$ cat src/rtl/vpc_pkg.sv
package vpc_pkg;
  typedef enum logic [1:0] {
    ST_IDLE  = 2'd0,
    ST_PRED  = 2'd1,
    ST_TRAIN = 2'd2
  } vpc_state_e;
endpackage

$ cat src/rtl/vpc_dir_table.sv
module vpc_dir_table #(
  parameter int IW = 6
) (
  input  logic          clk,
  input  logic          rst_n,
  input  logic [IW-1:0] idx,
  output logic          taken,
  input  logic          wr_en,
  input  logic          wr_taken
);
  localparam int N = 1 << IW;

  logic [1:0] ctr_q [N];
  logic [1:0] cur;
  logic [1:0] nxt;

  always_comb begin
    cur = ctr_q[idx];
    if (wr_taken) nxt = (cur == 2'b11) ? cur : cur + 2'd1;
    else          nxt = (cur == 2'b00) ? cur : cur - 2'd1;
  end

  assign taken = cur[1];

  always_ff @(posedge clk or negedge rst_n) begin
    if (!rst_n) begin
      for (int k = 0; k < N; k++) ctr_q[k] <= 2'b01;
    end else if (wr_en) begin
      ctr_q[idx] <= nxt;
    end
  end
endmodule

$ cat src/rtl/vpc_btb.sv
module vpc_btb #(
  parameter int PC_W = 16,
  parameter int IW   = 4
) (
  input  logic            clk,
  input  logic            rst_n,
  input  logic [PC_W-1:0] pc,
  output logic            hit,
  output logic [PC_W-1:0] target,
  input  logic            wr_en,
  input  logic [PC_W-1:0] wr_target
);
  localparam int N     = 1 << IW;
  localparam int TAG_W = PC_W - IW;

  logic             vld_q [N];
  logic [TAG_W-1:0] tag_q [N];
  logic [PC_W-1:0]  tgt_q [N];
  logic [IW-1:0]    slot;
  logic [TAG_W-1:0] tag;

  assign slot   = pc[IW-1:0];
  assign tag    = pc[PC_W-1:IW];
  assign hit    = vld_q[slot] && (tag_q[slot] == tag);
  assign target = tgt_q[slot];

  always_ff @(posedge clk or negedge rst_n) begin
    if (!rst_n) begin
      for (int k = 0; k < N; k++) vld_q[k] <= 1'b0;
    end else if (wr_en) begin
      vld_q[slot] <= 1'b1;
    end
  end

  always_ff @(posedge clk) begin
    if (wr_en) begin
      tag_q[slot] <= tag;
      tgt_q[slot] <= wr_target;
    end
  end

  AST_INSTALL_READBACK: assert property (@(posedge clk) disable iff (!rst_n)
    wr_en |=> (pc != $past(pc)) || (hit && target == $past(wr_target)));
endmodule

$ cat src/rtl/vpc_indirect_pred.sv
module vpc_indirect_pred
  import vpc_pkg::*;
#(
  parameter int              PC_W     = 16,
  parameter int              DIR_IW   = 6,
  parameter int              BTB_IW   = 4,
  parameter int              MAX_ITER = 4,
  parameter logic [PC_W-1:0] HASH_K   = 16'h9E37,
  localparam int             ITER_W   = (MAX_ITER > 1) ? $clog2(MAX_ITER) : 1
) (
  input  logic              clk,
  input  logic              rst_n,
  input  logic              req_valid,
  input  logic [PC_W-1:0]   req_pc,
  input  logic [DIR_IW-1:0] req_hist,
  input  logic              train_valid,
  input  logic [PC_W-1:0]   train_pc,
  input  logic [DIR_IW-1:0] train_hist,
  input  logic [PC_W-1:0]   train_target,
  output logic              busy,
  output logic              pred_valid,
  output logic              pred_hit,
  output logic [PC_W-1:0]   pred_target,
  output logic [ITER_W-1:0] pred_iter
);
  localparam logic [ITER_W-1:0] LAST = ITER_W'(MAX_ITER - 1);

  vpc_state_e        state_q, state_d;
  logic [ITER_W-1:0] iter_q, iter_d;
  logic [PC_W-1:0]   pc_q, pc_d;
  logic [DIR_IW-1:0] hist_q, hist_d;
  logic [PC_W-1:0]   tgt_q, tgt_d;
  logic              res_vld_d, res_hit_d;
  logic [PC_W-1:0]   res_tgt_d;

  logic [PC_W-1:0]   vpc;
  logic [DIR_IW-1:0] vhist;
  logic [DIR_IW-1:0] dir_idx;
  logic              dir_taken, dir_we, dir_wtaken;
  logic              btb_hit, btb_we;
  logic [PC_W-1:0]   btb_tgt;
  logic              is_last;

  function automatic logic [PC_W-1:0] step_hash(input logic [ITER_W-1:0] i);
    return PC_W'(i) * HASH_K;
  endfunction

  assign vpc     = pc_q ^ step_hash(iter_q);
  assign vhist   = hist_q << iter_q;
  assign dir_idx = vpc[DIR_IW-1:0] ^ vhist;
  assign is_last = (iter_q == LAST);

  vpc_dir_table #(.IW(DIR_IW)) dir_i (
    .clk      (clk),
    .rst_n    (rst_n),
    .idx      (dir_idx),
    .taken    (dir_taken),
    .wr_en    (dir_we),
    .wr_taken (dir_wtaken)
  );

  vpc_btb #(.PC_W(PC_W), .IW(BTB_IW)) btb_i (
    .clk       (clk),
    .rst_n     (rst_n),
    .pc        (vpc),
    .hit       (btb_hit),
    .target    (btb_tgt),
    .wr_en     (btb_we),
    .wr_target (tgt_q)
  );

  always_comb begin
    state_d    = state_q;
    iter_d     = iter_q;
    pc_d       = pc_q;
    hist_d     = hist_q;
    tgt_d      = tgt_q;
    res_vld_d  = 1'b0;
    res_hit_d  = 1'b0;
    res_tgt_d  = pred_target;
    dir_we     = 1'b0;
    dir_wtaken = 1'b0;
    btb_we     = 1'b0;
    unique case (state_q)
      ST_IDLE: begin
        iter_d = '0;
        if (req_valid) begin
          state_d = ST_PRED;
          pc_d    = req_pc;
          hist_d  = req_hist;
        end else if (train_valid) begin
          state_d = ST_TRAIN;
          pc_d    = train_pc;
          hist_d  = train_hist;
          tgt_d   = train_target;
        end
      end
      ST_PRED: begin
        if (!btb_hit || dir_taken || is_last) begin
          state_d   = ST_IDLE;
          res_vld_d = 1'b1;
          res_hit_d = btb_hit && dir_taken;
          res_tgt_d = btb_tgt;
        end else begin
          iter_d = iter_q + ITER_W'(1);
        end
      end
      ST_TRAIN: begin
        dir_we = 1'b1;
        if (btb_hit && (btb_tgt == tgt_q)) begin
          dir_wtaken = 1'b1;
          state_d    = ST_IDLE;
        end else if (!btb_hit || is_last) begin
          btb_we     = 1'b1;
          dir_wtaken = 1'b1;
          state_d    = ST_IDLE;
        end else begin
          iter_d = iter_q + ITER_W'(1);
        end
      end
      default: state_d = ST_IDLE;
    endcase
  end

  always_ff @(posedge clk or negedge rst_n) begin
    if (!rst_n) begin
      state_q     <= ST_IDLE;
      iter_q      <= '0;
      pc_q        <= '0;
      hist_q      <= '0;
      tgt_q       <= '0;
      pred_valid  <= 1'b0;
      pred_hit    <= 1'b0;
      pred_target <= '0;
      pred_iter   <= '0;
    end else begin
      state_q     <= state_d;
      iter_q      <= iter_d;
      pc_q        <= pc_d;
      hist_q      <= hist_d;
      tgt_q       <= tgt_d;
      pred_valid  <= res_vld_d;
      pred_hit    <= res_hit_d;
      if (res_vld_d) begin
        pred_target <= res_tgt_d;
        pred_iter   <= iter_q;
      end
    end
  end

  assign busy = (state_q != ST_IDLE);

  AST_STEP_PER_CYCLE: assert property (@(posedge clk) disable iff (!rst_n)
    (state_q == ST_PRED && $past(state_q) == ST_PRED) |-> iter_q == $past(iter_q) + ITER_W'(1));
  AST_PULSE_WHEN_IDLE: assert property (@(posedge clk) disable iff (!rst_n)
    pred_valid |-> !busy);
  AST_HIT_NEEDS_PULSE: assert property (@(posedge clk) disable iff (!rst_n)
    pred_hit |-> pred_valid);
  AST_BUSY_IGNORES_REQ: assert property (@(posedge clk) disable iff (!rst_n)
    (busy && (req_valid || train_valid)) |=> $stable(pc_q));
endmodule

$ cat config.mk
export PLATFORM = sky130hd
export DESIGN_NAME = vpc_indirect_pred
export DESIGN_NICKNAME = d
export VERILOG_FILES = /design/src/rtl/vpc_pkg.sv /design/src/rtl/vpc_dir_table.sv /design/src/rtl/vpc_btb.sv /design/src/rtl/vpc_indirect_pred.sv
export SDC_FILE = /design/constraint.sdc
export NUM_CORES = 1
export LEC_CHECK = 0
export ABC_CLOCK_PERIOD_IN_PS = 5700
export BUFFER_PORTS_ARGS = -buffer_cell sky130_fd_sc_hd__clkbuf_2
export CELL_PAD_IN_SITES_DETAIL_PLACEMENT = 0
export CELL_PAD_IN_SITES_GLOBAL_PLACEMENT = 1
export CORE_MARGIN = 5
export CORE_UTILIZATION = 40
export DETAILED_ROUTE_END_ITERATION = 6
export PLACE_DENSITY = 0.62
export SLEW_MARGIN = 20
export SYNTH_ARGS = -nofsm -noshare
export SYNTH_HDL_FRONTEND = slang
export SYNTH_SLANG_ARGS = --single-unit
$ cat constraint.sdc
create_clock -name clk -period 5.7 [get_ports clk]
set_input_delay 0.855 -clock clk [delete_from_list [all_inputs] [get_ports clk]]
set_output_delay 0.855 -clock clk [all_outputs]
set_load 0.05 [all_outputs]
==> impl_metrics.json <==
{
  "wl_per_cell_um": 26.0,
  "ys_ff_latch": 654,
  "netlist_area_um2": 28100,
  "drive_above_1_share_pct": 33.7,
  "hold_path_class": "in -> async",
  "yosys.area.top_type": "edfxtp_1",
  "nFillCells": 6082,
  "clockBufferDepth": 3,
  "multi_input_area_um2": 8950,
  "crit_top_cell": "buf_4",
  "die_h_um": 275,
  "fin_nets": 1950,
  "cts_tree": "built",
  "drc_errors": 0,
  "synthFlopType": "edfxtp_1",
  "antenna_left": 0,
  "hpwl_um": 46900,
  "grt_pass1_vias": 16605,
  "final_common_cell": "edfxtp_1",
  "syn2layout_area_growth_pct": 15.3,
  "die_area_um2": 75600,
  "htreeDepth": 3,
  "ys_seq_area_share_pct": 66.5,
  "critical_path_class": "reg -> reg",
  "critical_path_peak_fanout": 64,
  "drtIter0Drc": 1356,
  "synth_edf_count": 448,
  "fin_skew_ps": 41.4,
  "status": "complete, no violations",
  "clkTransAtPathRegs_ps": 60,
  "min_period_over_period_pct": 93.4,
  "synth_cell_type_count": 71,
  "slew_violations": 0,
  "yosys_warnings": 0,
  "hold_buffers": 0,
  "synth_top_area_share_pct": 47.9,
  "rsz0062_at_grt": "no",
  "start_kind": "register",
  "slowest_stage": "nand2_1",
  "cts_buffers": 73,
  "yosys-top-cells-area": "edfxtp_1 (48%), dfrtp_1 (13%), mux4_2 (9.3%)",
  "critical-path-top-delay-family": "simple AND/OR/NAND/NOR gates",
  "worstPathRequired_ps": 6200,
  "grt_max_degree": 98,
  "setup_violations": 0,
  "vias": 16041,
  "finalSetupTns_ps": 0,
  "avgSynthCellArea_um2": 16.2,
  "period_minus_slack_ps": 5320,
  "insertion_delay_ps": 630,
  "antenna_found_initial": 2,
  "rows": 97,
  "viasPerCell": 5.57,
  "cp_num_buf_inv": 2,
  "syn_inst": 1731,
  "endpoint_kind": "register",
  "placement.io_buffers": 84,
  "syn_nets": 1804,
  "ios": 85,
  "track_usage_pct": 19.9,
  "gp_congestion": 0.810,
  "worst_slew_pin_slew_ps": 1020,
  "slowest_delay_ps": 750,
  "clock.fmax_mhz": 188,
  "start_util_pct": 40.3,
  "async_reset_ff_share_pct": 31.5,
  "worstPathArrival_ps": 5820,
  "core_um2": 69800,
  "drv_cap": 0,
  "hold_viol_final": 0,
  "first_pass_iters": 5,
  "cts_sinks": 654,
  "grt_pass1_wl_um": 112000,
  "root_buffer": "clkbuf_16",
  "seqCellArea_um2": 18700,
  "maxSlewHeadroom_pct": 32.0,
  "crit_path_cell_trace": "buf_4, ha_1, xnor2_2, nand2_1, o22ai_1, nor3_1, xor2_1, nor4_1, buf_4, nand4_2, a22o_1, maj3_4, mux2_2",
  "die_w_um": 275,
  "overflow": 0,
  "mostFrequentLayoutCells": "edfxtp_1 (448), mux2_2 (162), nand2_1 (141), dfrtp_1 (141), nor2_1 (124)",
  "drt_wl_total_um": 74700
}
==> kinds of logic (layout without fill, tap and decap cells) <==
| group | count (synthesis) | in the layout | share of synthesized area (%) |
|---|---|---|---|
| compound gates | 176 | 176 | 4.68 |
| xor+xnor | 51 | 51 | 1.71 |
| simple gates | 389 | 389 | 6.41 |
| other cells | 0 | 1 | 0 |
| mux | 340 | 340 | 18.1 |
| flops | 654 | 654 | 66.5 |
| fa+ha+maj | 11 | 11 | 0.499 |
| buf+inv | 110 | 316 | 2.05 |
==> through the flow <==
| stage | util (%) | cell area (µm²) | setup slack (ps) | std cells | hold slack, ps |
|---|---|---|---|---|---|
| after floorplan | - | 28100 | 1.18 | 1731 | 431 |
| after global placement | 43.0 | 30000 | 127 | 2741 | 443 |
| after detailed placement | 43.0 | 30000 | 89.9 | 2741 | 453 |
| after CTS | 46.4 | 32400 | 59.4 | 2876 | 318 |
| after global routing | 46.4 | 32400 | 167 | 2877 | 349 |
| final | 46.4 | 32400 | 378 | 2878 | 282 |
==> worst reg2reg max path, stage by stage, from the launching register on <==
cell     delay [ps]
dfrtp_1         380
buf_4           180
ha_1            230
xnor2_2         420
nand2_1         750
o22ai_1         630
nor3_1          110
xor2_1          160
nor4_1          510
buf_4           250
nand4_2         170
a22o_1          360
maj3_4          620
mux2_2          430
==> layer usage <==
metal  GRT usage, %  part of all wire (%)  up-vias
li1               -                     -     7039
met1           28.6                    45     8466
met2           31.1                    46      435
met3           4.41                   6.0       99
met4           4.89                   2.2        2
met5              0                 0.016        -
==> registers in the layout, indices dropped and copies added (netlist names) <==
register / count
btb_i.tag_q: 192
btb_i.tgt_q: 256
btb_i.vld_q: 16
dir_i.ctr_q: 128
hist_q: 6
iter_q: 2
pc_q: 16
pred_hit: 1
pred_iter: 2
pred_target: 16
pred_valid: 1
state_q: 2
tgt_q: 16
==> cell usage after synthesis, drive strengths merged, types with 16 or more instances <==
cell type,n
dfstp,64
mux2i,60
nor3,26
edfxtp,448
clkbuf,50
mux2,162
nand2b,25
nand2,141
mux4,118
xnor2,26
xor2,25
buf,49
nor2,125
o21ai,38
a211oi,20
a41o,16
dfrtp,142
and4,17
==> cell type report <==
class	instances	area share, %
inverter	11	0.127
tap	940	3.63
timing repair buffer	170	3.69
antenna	1	0.00773
clock inverter	28	1.02
multi-input combinational	967	27.6
clock buffer	107	6.19
sequential	654	57.7
==> worst paths after layout <==
kind                            cells after the start                     endpoint                       start  slack [ps]
min in group clk                                    2         tgt_q[3]$_DFFE_PN0P_             train_target[3]         460
worst max-delay path                               13  dir_i.ctr_q[95]$_DFFE_PN0P_       iter_q[1]$_DFFE_PN0P_         380
worst min-delay path                                1          pc_q[9]$_DFFE_PN0P_                       rst_n         280
max in group asynchronous                           2   pred_target[0]$_DFFE_PN0P_                       rst_n        4040
worst min register to register                      1   btb_i.vld_q[4]$_DFFE_PN0N_  btb_i.vld_q[4]$_DFFE_PN0N_         460
worst max register to register                     13  dir_i.ctr_q[95]$_DFFE_PN0P_       iter_q[1]$_DFFE_PN0P_         380
==> what timing repair did <==
action,in CTS,in global routing
endpoints found under the hold margin,0,0
endpoints found under the setup margin,0,576
resized for setup,0,1
setup buffers,0,0
Power is not shown: default switching activity piles up to over one toggle a cycle in this logic, so the estimate is an artifact.
